File: src/rtl/pdac_pkg.sv
package pdac_pkg;
    typedef enum logic [1:0] {
        MOVE_HOLD = 2'd0,
        MOVE_UP   = 2'd1,
        MOVE_DOWN = 2'd2
    } move_e;
endpackage

File: src/rtl/pdac_pulse_meter.sv
module pdac_pulse_meter #(
    parameter int ERR_W = 8
) (
    input  logic             clk,
    input  logic             rst_n,
    input  logic             pulse_i,
    output logic             end_o,
    output logic [ERR_W-1:0] width_o,
    output logic             pend_o
);
    localparam logic [ERR_W-1:0] WMAX = {ERR_W{1'b1}};

    typedef struct packed {
        logic             s1;
        logic             s2;
        logic [ERR_W-1:0] cnt;
    } meter_t;

    meter_t st_d, st_q;

    always_comb begin
        st_d    = st_q;
        st_d.s1 = pulse_i;
        st_d.s2 = st_q.s1;
        if (st_q.s2) begin
            st_d.cnt = (st_q.cnt == WMAX) ? WMAX : st_q.cnt + 1'b1;
        end else begin
            st_d.cnt = '0;
        end
    end

    always_ff @(posedge clk) begin
        if (!rst_n) begin
            st_q <= '0;
        end else begin
            st_q <= st_d;
        end
    end

    // pulse resolves on the cycle its synchronised copy is last high
    assign end_o   = st_q.s2 & ~st_q.s1;
    assign width_o = (st_q.cnt == WMAX) ? WMAX : st_q.cnt + 1'b1;
    assign pend_o  = st_q.s1;
endmodule

File: src/rtl/pdac_ref_watch.sv
module pdac_ref_watch #(
    parameter int TMO_W = 16
) (
    input  logic             clk,
    input  logic             rst_n,
    input  logic             stb_i,
    input  logic [TMO_W-1:0] lim_i,
    output logic             hold_o
);
    localparam logic [TMO_W-1:0] CMAX = {TMO_W{1'b1}};

    typedef struct packed {
        logic [TMO_W-1:0] cnt;
        logic             hold;
    } watch_t;

    watch_t st_d, st_q;
    logic [TMO_W:0] elapsed;

    always_comb begin
        st_d    = st_q;
        elapsed = {1'b0, st_q.cnt} + 1'b1;
        if (stb_i) begin
            st_d.cnt  = '0;
            st_d.hold = 1'b0;
        end else begin
            st_d.cnt = (st_q.cnt == CMAX) ? CMAX : st_q.cnt + 1'b1;
            if (elapsed >= {1'b0, lim_i}) begin
                st_d.hold = 1'b1;
            end
        end
    end

    always_ff @(posedge clk) begin
        if (!rst_n) begin
            st_q <= '0;
        end else begin
            st_q <= st_d;
        end
    end

    assign hold_o = st_q.hold;
endmodule

File: src/rtl/pdac_stepper.sv
module pdac_stepper
    import pdac_pkg::*;
#(
    parameter int CODE_W    = 10,
    parameter int ERR_W     = 8,
    parameter int STEP_MID  = 4,
    parameter int STEP_HIGH = 16
) (
    input  logic              clk,
    input  logic              rst_n,
    input  logic              lead_end_i,
    input  logic [ERR_W-1:0]  lead_w_i,
    input  logic              lead_pend_i,
    input  logic              lag_end_i,
    input  logic [ERR_W-1:0]  lag_w_i,
    input  logic              lag_pend_i,
    input  logic              stb_i,
    input  logic              hold_i,
    input  logic [ERR_W-1:0]  dz_thr_i,
    input  logic [ERR_W-1:0]  mid_thr_i,
    input  logic [ERR_W-1:0]  high_thr_i,
    input  logic [CODE_W-1:0] reset_code_i,
    output logic [CODE_W-1:0] code_o
);
    localparam logic [CODE_W-1:0] CODE_MAX = {CODE_W{1'b1}};
    localparam logic [CODE_W-1:0] STEP_M   = CODE_W'(STEP_MID);
    localparam logic [CODE_W-1:0] STEP_H   = CODE_W'(STEP_HIGH);

    typedef struct packed {
        logic [CODE_W-1:0] code;
        logic              used;
        logic [ERR_W-1:0]  grp_lead;
        logic [ERR_W-1:0]  grp_lag;
    } step_t;

    step_t st_d, st_q;

    logic [ERR_W-1:0]  lead_best, lag_best, win;
    logic [CODE_W-1:0] step;
    logic [CODE_W:0]   up_sum;
    logic              finish;
    move_e             move;

    always_comb begin
        st_d = st_q;

        lead_best = (lead_end_i && lead_w_i > st_q.grp_lead) ? lead_w_i : st_q.grp_lead;
        lag_best  = (lag_end_i && lag_w_i > st_q.grp_lag) ? lag_w_i : st_q.grp_lag;
        finish    = (lead_end_i | lag_end_i) & ~lead_pend_i & ~lag_pend_i;
        win       = (lead_best > lag_best) ? lead_best : lag_best;

        if (win <= dz_thr_i) begin
            step = '0;
        end else if (win < mid_thr_i) begin
            step = CODE_W'(1);
        end else if (win < high_thr_i) begin
            step = STEP_M;
        end else begin
            step = STEP_H;
        end

        move = MOVE_HOLD;
        if (finish && !st_q.used && !hold_i && step != '0) begin
            if (lead_best > lag_best) begin
                move = MOVE_UP;
            end else if (lag_best > lead_best) begin
                move = MOVE_DOWN;
            end
        end

        up_sum = {1'b0, st_q.code} + {1'b0, step};
        case (move)
            MOVE_UP:   st_d.code = (up_sum > {1'b0, CODE_MAX}) ? CODE_MAX : up_sum[CODE_W-1:0];
            MOVE_DOWN: st_d.code = (st_q.code < step) ? '0 : st_q.code - step;
            default:   st_d.code = st_q.code;
        endcase

        if (finish) begin
            st_d.used     = 1'b1;
            st_d.grp_lead = '0;
            st_d.grp_lag  = '0;
        end else begin
            st_d.grp_lead = lead_best;
            st_d.grp_lag  = lag_best;
        end

        if (stb_i) begin
            st_d.used = 1'b0;
        end
    end

    always_ff @(posedge clk) begin
        if (!rst_n) begin
            st_q.code     <= reset_code_i;
            st_q.used     <= 1'b0;
            st_q.grp_lead <= '0;
            st_q.grp_lag  <= '0;
        end else begin
            st_q <= st_d;
        end
    end

    assign code_o = st_q.code;
endmodule

File: src/rtl/phase_dac_ctrl.sv
module phase_dac_ctrl #(
    parameter int CODE_W    = 10,
    parameter int ERR_W     = 8,
    parameter int TMO_W     = 16,
    parameter int STEP_MID  = 4,
    parameter int STEP_HIGH = 16
) (
    input  logic              clk,
    input  logic              rst_n,
    input  logic              lead_i,
    input  logic              lag_i,
    input  logic              ref_stb_i,
    input  logic [ERR_W-1:0]  dz_thr_i,
    input  logic [ERR_W-1:0]  mid_thr_i,
    input  logic [ERR_W-1:0]  high_thr_i,
    input  logic [TMO_W-1:0]  holdover_lim_i,
    input  logic [CODE_W-1:0] reset_code_i,
    output logic [CODE_W-1:0] dac_code_o,
    output logic              holdover_o
);
    localparam int N_CH = 2;

    logic [N_CH-1:0]  ch_in;
    logic [N_CH-1:0]  ch_end;
    logic [N_CH-1:0]  ch_pend;
    logic [ERR_W-1:0] ch_w [N_CH];

    // channel 0 = lead, channel 1 = lag
    assign ch_in = {lag_i, lead_i};

    for (genvar g = 0; g < N_CH; g++) begin : g_meter
        pdac_pulse_meter #(.ERR_W(ERR_W)) u_meter (
            .clk     (clk),
            .rst_n   (rst_n),
            .pulse_i (ch_in[g]),
            .end_o   (ch_end[g]),
            .width_o (ch_w[g]),
            .pend_o  (ch_pend[g])
        );
    end

    pdac_ref_watch #(.TMO_W(TMO_W)) u_watch (
        .clk    (clk),
        .rst_n  (rst_n),
        .stb_i  (ref_stb_i),
        .lim_i  (holdover_lim_i),
        .hold_o (holdover_o)
    );

    pdac_stepper #(
        .CODE_W    (CODE_W),
        .ERR_W     (ERR_W),
        .STEP_MID  (STEP_MID),
        .STEP_HIGH (STEP_HIGH)
    ) u_step (
        .clk          (clk),
        .rst_n        (rst_n),
        .lead_end_i   (ch_end[0]),
        .lead_w_i     (ch_w[0]),
        .lead_pend_i  (ch_pend[0]),
        .lag_end_i    (ch_end[1]),
        .lag_w_i      (ch_w[1]),
        .lag_pend_i   (ch_pend[1]),
        .stb_i        (ref_stb_i),
        .hold_i       (holdover_o),
        .dz_thr_i     (dz_thr_i),
        .mid_thr_i    (mid_thr_i),
        .high_thr_i   (high_thr_i),
        .reset_code_i (reset_code_i),
        .code_o       (dac_code_o)
    );
endmodule

File: config.mk
export PLATFORM = sky130hd
export DESIGN_NAME = phase_dac_ctrl
export DESIGN_NICKNAME = d
export VERILOG_FILES = /design/src/rtl/pdac_pkg.sv /design/src/rtl/pdac_pulse_meter.sv /design/src/rtl/pdac_ref_watch.sv /design/src/rtl/pdac_stepper.sv /design/src/rtl/phase_dac_ctrl.sv
export SDC_FILE = /design/constraint.sdc
export NUM_CORES = 1
export LEC_CHECK = 0
export BUFFER_PORTS_ARGS = -buffer_cell sky130_fd_sc_hd__buf_4
export CELL_PAD_IN_SITES_DETAIL_PLACEMENT = 1
export CELL_PAD_IN_SITES_GLOBAL_PLACEMENT = 1
export CORE_MARGIN = 5
export CORE_UTILIZATION = 45
export DETAILED_ROUTE_END_ITERATION = 10
export PLACE_DENSITY_LB_ADDON = 0.05
export SLEW_MARGIN = 20
export SYNTH_ARGS = -nofsm -noshare
export SYNTH_HDL_FRONTEND = slang
export SYNTH_SLANG_ARGS = --single-unit
File: constraint.sdc
create_clock -name clk -period 12.2 [get_ports clk]
set_input_delay 2.44 -clock clk [delete_from_list [all_inputs] [get_ports clk]]
set_output_delay 2.44 -clock clk [all_outputs]
set_load 0.01 [all_outputs]
# After elaboration in Yosys (flattened, before gate mapping)
# Index checks and enable logic that the tools add are counted.
word_totals:
  reg_bits: 64
  inputBits: 55
  out_inout_bits: 11
  elab_cells: 73
op_classes:
  addsub: 6
  order_cmp: 10
  eq_ne: 6
  n_mux: 19
  n_bitwise: 8
  reduce_logical: 12
ops:
  columns: ["cell", "count"]
  rows:
  - ["2-to-1 mux 10 bit", 4]
  - ["2-to-1 mux 8 bit", 5]
  - ["greater-than comparator 8 bit", 4]
  - ["2-to-1 mux 16 bit", 2]
  - ["2-to-1 mux 27 bit", 1]
  - ["case mux 10 bit (2 select lines)", 1]
  - ["adder 16 x 1 -> 17 bit, second input constant", 1]
  - [">= comparator 17 x 16 -> 1 bit", 1]
  - ["adder 16 x 1 -> 16 bit, second input constant", 1]
  - ["adder 8 x 1 -> 8 bit, second input constant", 2]
  - ["== test 16 bit, second input constant", 1]
  - ["== test 8 bit, second input constant", 2]
  - ["less-than comparator 8 bit", 2]
  - ["adder 10 x 10 -> 11 bit", 1]
  - ["greater-than comparator 11 x 10 -> 1 bit, second input constant", 1]
  - ["less-than comparator 10 bit", 1]
  - ["nonzero test 10 bit", 1]
  - ["subtractor 10 bit", 1]
  - ["less-or-equal comparator 8 bit", 1]
  - ["2-to-1 mux 2 bit", 3]
  - ["logical AND 1 bit", 5]
  - ["2-to-1 mux 5 bit", 1]
  - ["bitwise AND 1 bit", 4]
  - ["AND reduction 2 bit", 2]
  - ["other kinds (8)", 13]

# Longest topological paths before layout
logic_depth:
  ltp_word: 17
  mapped_depth: 42

# Modules after synthesis
# A second synthesis with hierarchy kept.
unflattened:
  hier_cells: 654
  hier_area_um2: 5417.7
modules_own_cells:
  columns: ["module", "instances", "cells_per_inst", "area_per_inst_um2", "seq_area_each_um2"]
  rows:
  - ["pdac_stepper", 1, 393, 3216.8, 640.6]
  - ["pdac_ref_watch", 1, 155, 1270.0, 340.3]
  - ["pdac_pulse_meter", 2, 53, 465.4, 200.2]

# Least setup slack after synthesis
# Ideal clock, no wire load.
synth_path:
  path_kind: "register -> register"
  from: "register g_meter[1].u_meter.st_q[0] (netlist name)"
  to: "register u_step.st_q, in the netlist u_step.code_o[7] (data pin)"
  setup_time_ps: 260
  t_arrival_ps: 7513
  required_ps: 11940
  path_slack_ps: 4427
  stages_incl_launch_ff: 40
  path_buffers: 2
  period_less_slack_ps: 7773
  path_cell_list: "dfxtp_1 > ha_1 > and3_1 > nand3_1 > or2_1 > buf_2 > nand2b_1 > ha_1 > nor2b_1 > o211ai_2 > a21boi_1 > o31ai_4 > mux2i_1 > inv_1 > ha_1 > and4_1 > nand2_1 > o311a_1 > [... 4 more ...] > nor2b_1 > o21a_1 > o21ai_0 > nand2b_1 > a21oi_1 > o21ai_0 > nand2_1 > a211oi_1 > nand3_1 > ha_1 > nor2b_1 > o21ai_0 > nor2_1 > o21ai_0 > or3_1 > nand2_1 > mux4_2 > mux2_2"
synth_lines:
  columns: ["element", "line", "text"]
  rows:
  - ["start, declared", "pdac_pulse_meter.sv:19", "meter_t st_d, st_q;"]
  - ["start signal, assigned", "pdac_pulse_meter.sv:36", "st_q <= st_d;"]
  - ["end signal, assigned", "pdac_stepper.sv:99", "st_q <= st_d;"]
  - ["end, declared", "pdac_stepper.sv:36", "step_t st_d, st_q;"]

==> results.json <==
{
  "cts_setup_buffers": 0,
  "status": "complete, no violations",
  "wl_mm": 13.6,
  "synth-seq-cells": 64,
  "cts_tree": "built",
  "io_pins": 66,
  "min_from": "u_step.st_q[16]$_SDFFE_PP0P_",
  "yosysTopAreaCellShare_pct": 21.3,
  "power_leakage_nw": 2.90,
  "r2r_end": "u_step.code_o[7]$_DFFE_PP_",
  "postRouteAntennaNets": 0,
  "die_h_um": 116,
  "fp.dieW_um": 116,
  "cts_root_buf": "clkbuf_16",
  "syn_avg_cell_area_um2": 8.27,
  "layout_commonest_cell": "inv_1",
  "syn_area_mm2": 0.00507,
  "nNetsFinal": 789,
  "async_reset_ff_share_pct": 0,
  "yosysWarnings": 0,
  "clockBufferDepth": 2,
  "ir_drop_mv": 0.0553,
  "grt_overflow": 0,
  "rsz0062_at_grt": "false",
  "fin_crit_ps": 9190,
  "synthCells": 613,
  "synth_area_leaders": "dfxtp_1 (21%), ha_1 (18%), edfxtp_1 (5.9%)",
  "hold_class": "flop to flop",
  "port_buffers": 65,
  "use_met1_pct": 26.7,
  "antennaDiodeCount": 0,
  "crit_slowest_cell": "o31ai_2",
  "final_util_pct": 53.5,
  "crit_family": "compound AO/OA/AOI/OAI gates",
  "skew_ps": 7.60,
  "vias": 4407,
  "cts_resized": 0,
  "total_power_w": 0.000527,
  "r2r_slack_ps": 3010,
  "path_clk_slew_ps": 60,
  "tightest_slew_ps": 1080,
  "relSlewSlack_pct": 27.9,
  "finalHoldViolCount": 0,
  "timing.setup.tns_ps": 0,
  "path_class": "flop to flop",
  "h-tree-depth": 3,
  "grt_pass1_wl_mm": 22.5,
  "core_area_mm2": 0.0109,
  "globalRouteMet2Util_pct": 37.7,
  "maxCapViolCount": 0,
  "grtUsageMet3_pct": 2.85,
  "dpl_cell_area_mm2": 0.00559,
  "cp.arrival_ps": 9270,
  "wire_per_inst_um": 16.8,
  "track_usage_pct": 21.0,
  "crit_path_max_incr_delay_ps": 870,
  "postCtsHoldBufs": 0,
  "synth_fp_nets": 739,
  "antenna_found_initial": 0,
  "grt_pass1_vias": 4713,
  "final_area_mm2": 0.00585,
  "synth_edf_count": 10,
  "critPathMostFrequentCell": "ha_1",
  "gp_congestion": 0.887,
  "fin_crit_sh_pct": 75.3,
  "worstPathMaxFanout": 12,
  "die_area_mm2": 0.0135,
  "critPathRequiredTime_ps": 12280,
  "drt_pre_antenna_iters": 4,
  "fmax_ghz": 0.109,
  "setup_viol": 0,
  "cp.buffers_inverters": 1,
  "vias_per_cell": 5.45,
  "drt_iter0_drc": 174,
  "hpwl_mm": 10.8,
  "layout-drive-gt1-share_pct": 14.8,
  "grt_max_degree": 37,
  "rr_worst_depth": 35,
  "cp-start-kind": "flop",
  "grt_busiest_layer": "met2",
  "hold_path_depth": 2,
  "initial_core_util_pct": 46.4,
  "syn2layout_area_growth_pct": 15.4,
  "reg2reg_from": "g_meter[0].u_meter.st_q[0]$_SDFF_PN0_",
  "hold_end": "u_step.st_q[16]$_SDFFE_PP0P_",
  "ys.flop_type": "dfxtp_1",
  "fillers": 1334,
  "post-route-drc-count": 0,
  "final_cell_mix": "inv_1 (76), ha_1 (71), buf_4 (65), nor2_1 (54), dfxtp_1 (54)",
  "num_rows": 38,
  "p_per_area_mw_per_mm2": 90.1,
  "synthDistinctLibCells": 54,
  "synth-seq-area-share_pct": 27.2,
  "netlist.top_cell.by_area": "dfxtp_1",
  "cts_buffers": 9,
  "drv_slew": 0,
  "critPathCaptureType": "flop",
  "clk_latency_ps": 330,
  "clkSinkCount": 64
}
[report_power, final]
part	switching (W)	internal, W
sequential	0.00000561	0.000219
combinational	0.0000319	0.0000322
clock	0.0000957	0.000143
total	0.000133	0.000394
[Yosys cell counts, types with 2 or more instances]
master and n:
a211oi_1 5, a21boi_0 2, a21o_1 5, a21oi_1 42, a31o_2 2, a31oi_1 9, a41oi_1 2, and2_1 7
and3_1 18, and4_1 7, buf_4 11, clkbuf_1 12, dfxtp_1 54, edfxtp_1 10, ha_1 71, inv_1 76
mux2_2 8, mux2i_1 21, nand2_1 39, nand2b_1 12, nand3_1 14, nand4_1 11, nor2_1 54, nor2b_1 20
nor3_1 10, o21a_1 9, o21ai_0 25, o21bai_1 2, o31ai_4 2, or2_2 2, or3_1 4, xnor2_1 15
xor2_1 11
[flip-flops by register name, indices dropped and copies added (netlist names)]
register,flops
g_meter.u_meter.pend_o,2
u_watch.hold_o,1
g_meter.u_meter.st_q,18
u_step.code_o,10
u_step.st_q,17
u_watch.st_q,16
[routing by layer]
layer	up-vias	part of all wire, %
met2	54	49
met1	2133	46
met3	14	3.0
met5	-	0
li1	2206	-
met4	0	1.2
[how the worst max path moves through the flow]
stage / startpoint / to / slack [ps] / depth (start not counted)
CTS: g_meter[0].u_meter.st_q[0]$_SDFF_PN0_ / u_step.code_o[7]$_DFFE_PP_ / 3090 / 34
detailed placement: g_meter[0].u_meter.st_q[0]$_SDFF_PN0_ / u_step.code_o[7]$_DFFE_PP_ / 3170 / 34
global route: g_meter[0].u_meter.st_q[0]$_SDFF_PN0_ / u_step.code_o[7]$_DFFE_PP_ / 2290 / 35
finish: g_meter[0].u_meter.st_q[0]$_SDFF_PN0_ / u_step.code_o[7]$_DFFE_PP_ / 3010 / 35
global placement: g_meter[0].u_meter.st_q[0]$_SDFF_PN0_ / u_step.code_o[7]$_DFFE_PP_ / 3640 / 34
floorplan: g_meter[1].u_meter.st_q[0]$_SDFF_PN0_ / u_step.code_o[7]$_DFFE_PP_ / 4430 / 39
[through the flow]
step,hold WS (ps),std cells,worst slack [ps]
CTS,461,808,3090
floorplan,426,613,4430
finish,458,808,3010
global route,495,808,2290
detailed placement,449,792,3170
global placement,436,792,3640
[cell families after synthesis]
| family | after synthesis | share of synthesized area (%) |
|---|---|---|
| adder cells (fa/ha/maj) | 72 | 17.7 |
| AO/OA/AOI/OAI | 114 | 14.3 |
| AND/OR/NAND/NOR | 204 | 20.8 |
| flip-flops | 64 | 27.2 |
| buffers and inverters | 102 | 8.54 |
| XOR/XNOR | 26 | 4.49 |
| multiplexers | 31 | 6.89 |
[worst min-delay path, delay by kind of cell, from the launching register on]
family	cells	cell delay [ps]
AOI/OAI and AO/OA	1	50
buffers and inverters	1	50
DFF	1	310
[area by class of cell]
cell class	instances	area, um^2	area share (%)
Clock buffer	13	250	4.28
Clock inverter	3	16.3	0.278
Inverter	76	285	4.87
Multi-Input combinational cell	447	3260	55.6
Sequential cell	64	1380	23.6
Tap cell	140	175	2.99
Timing Repair Buffer	65	488	8.34
Power figures use the tool's default switching activity.
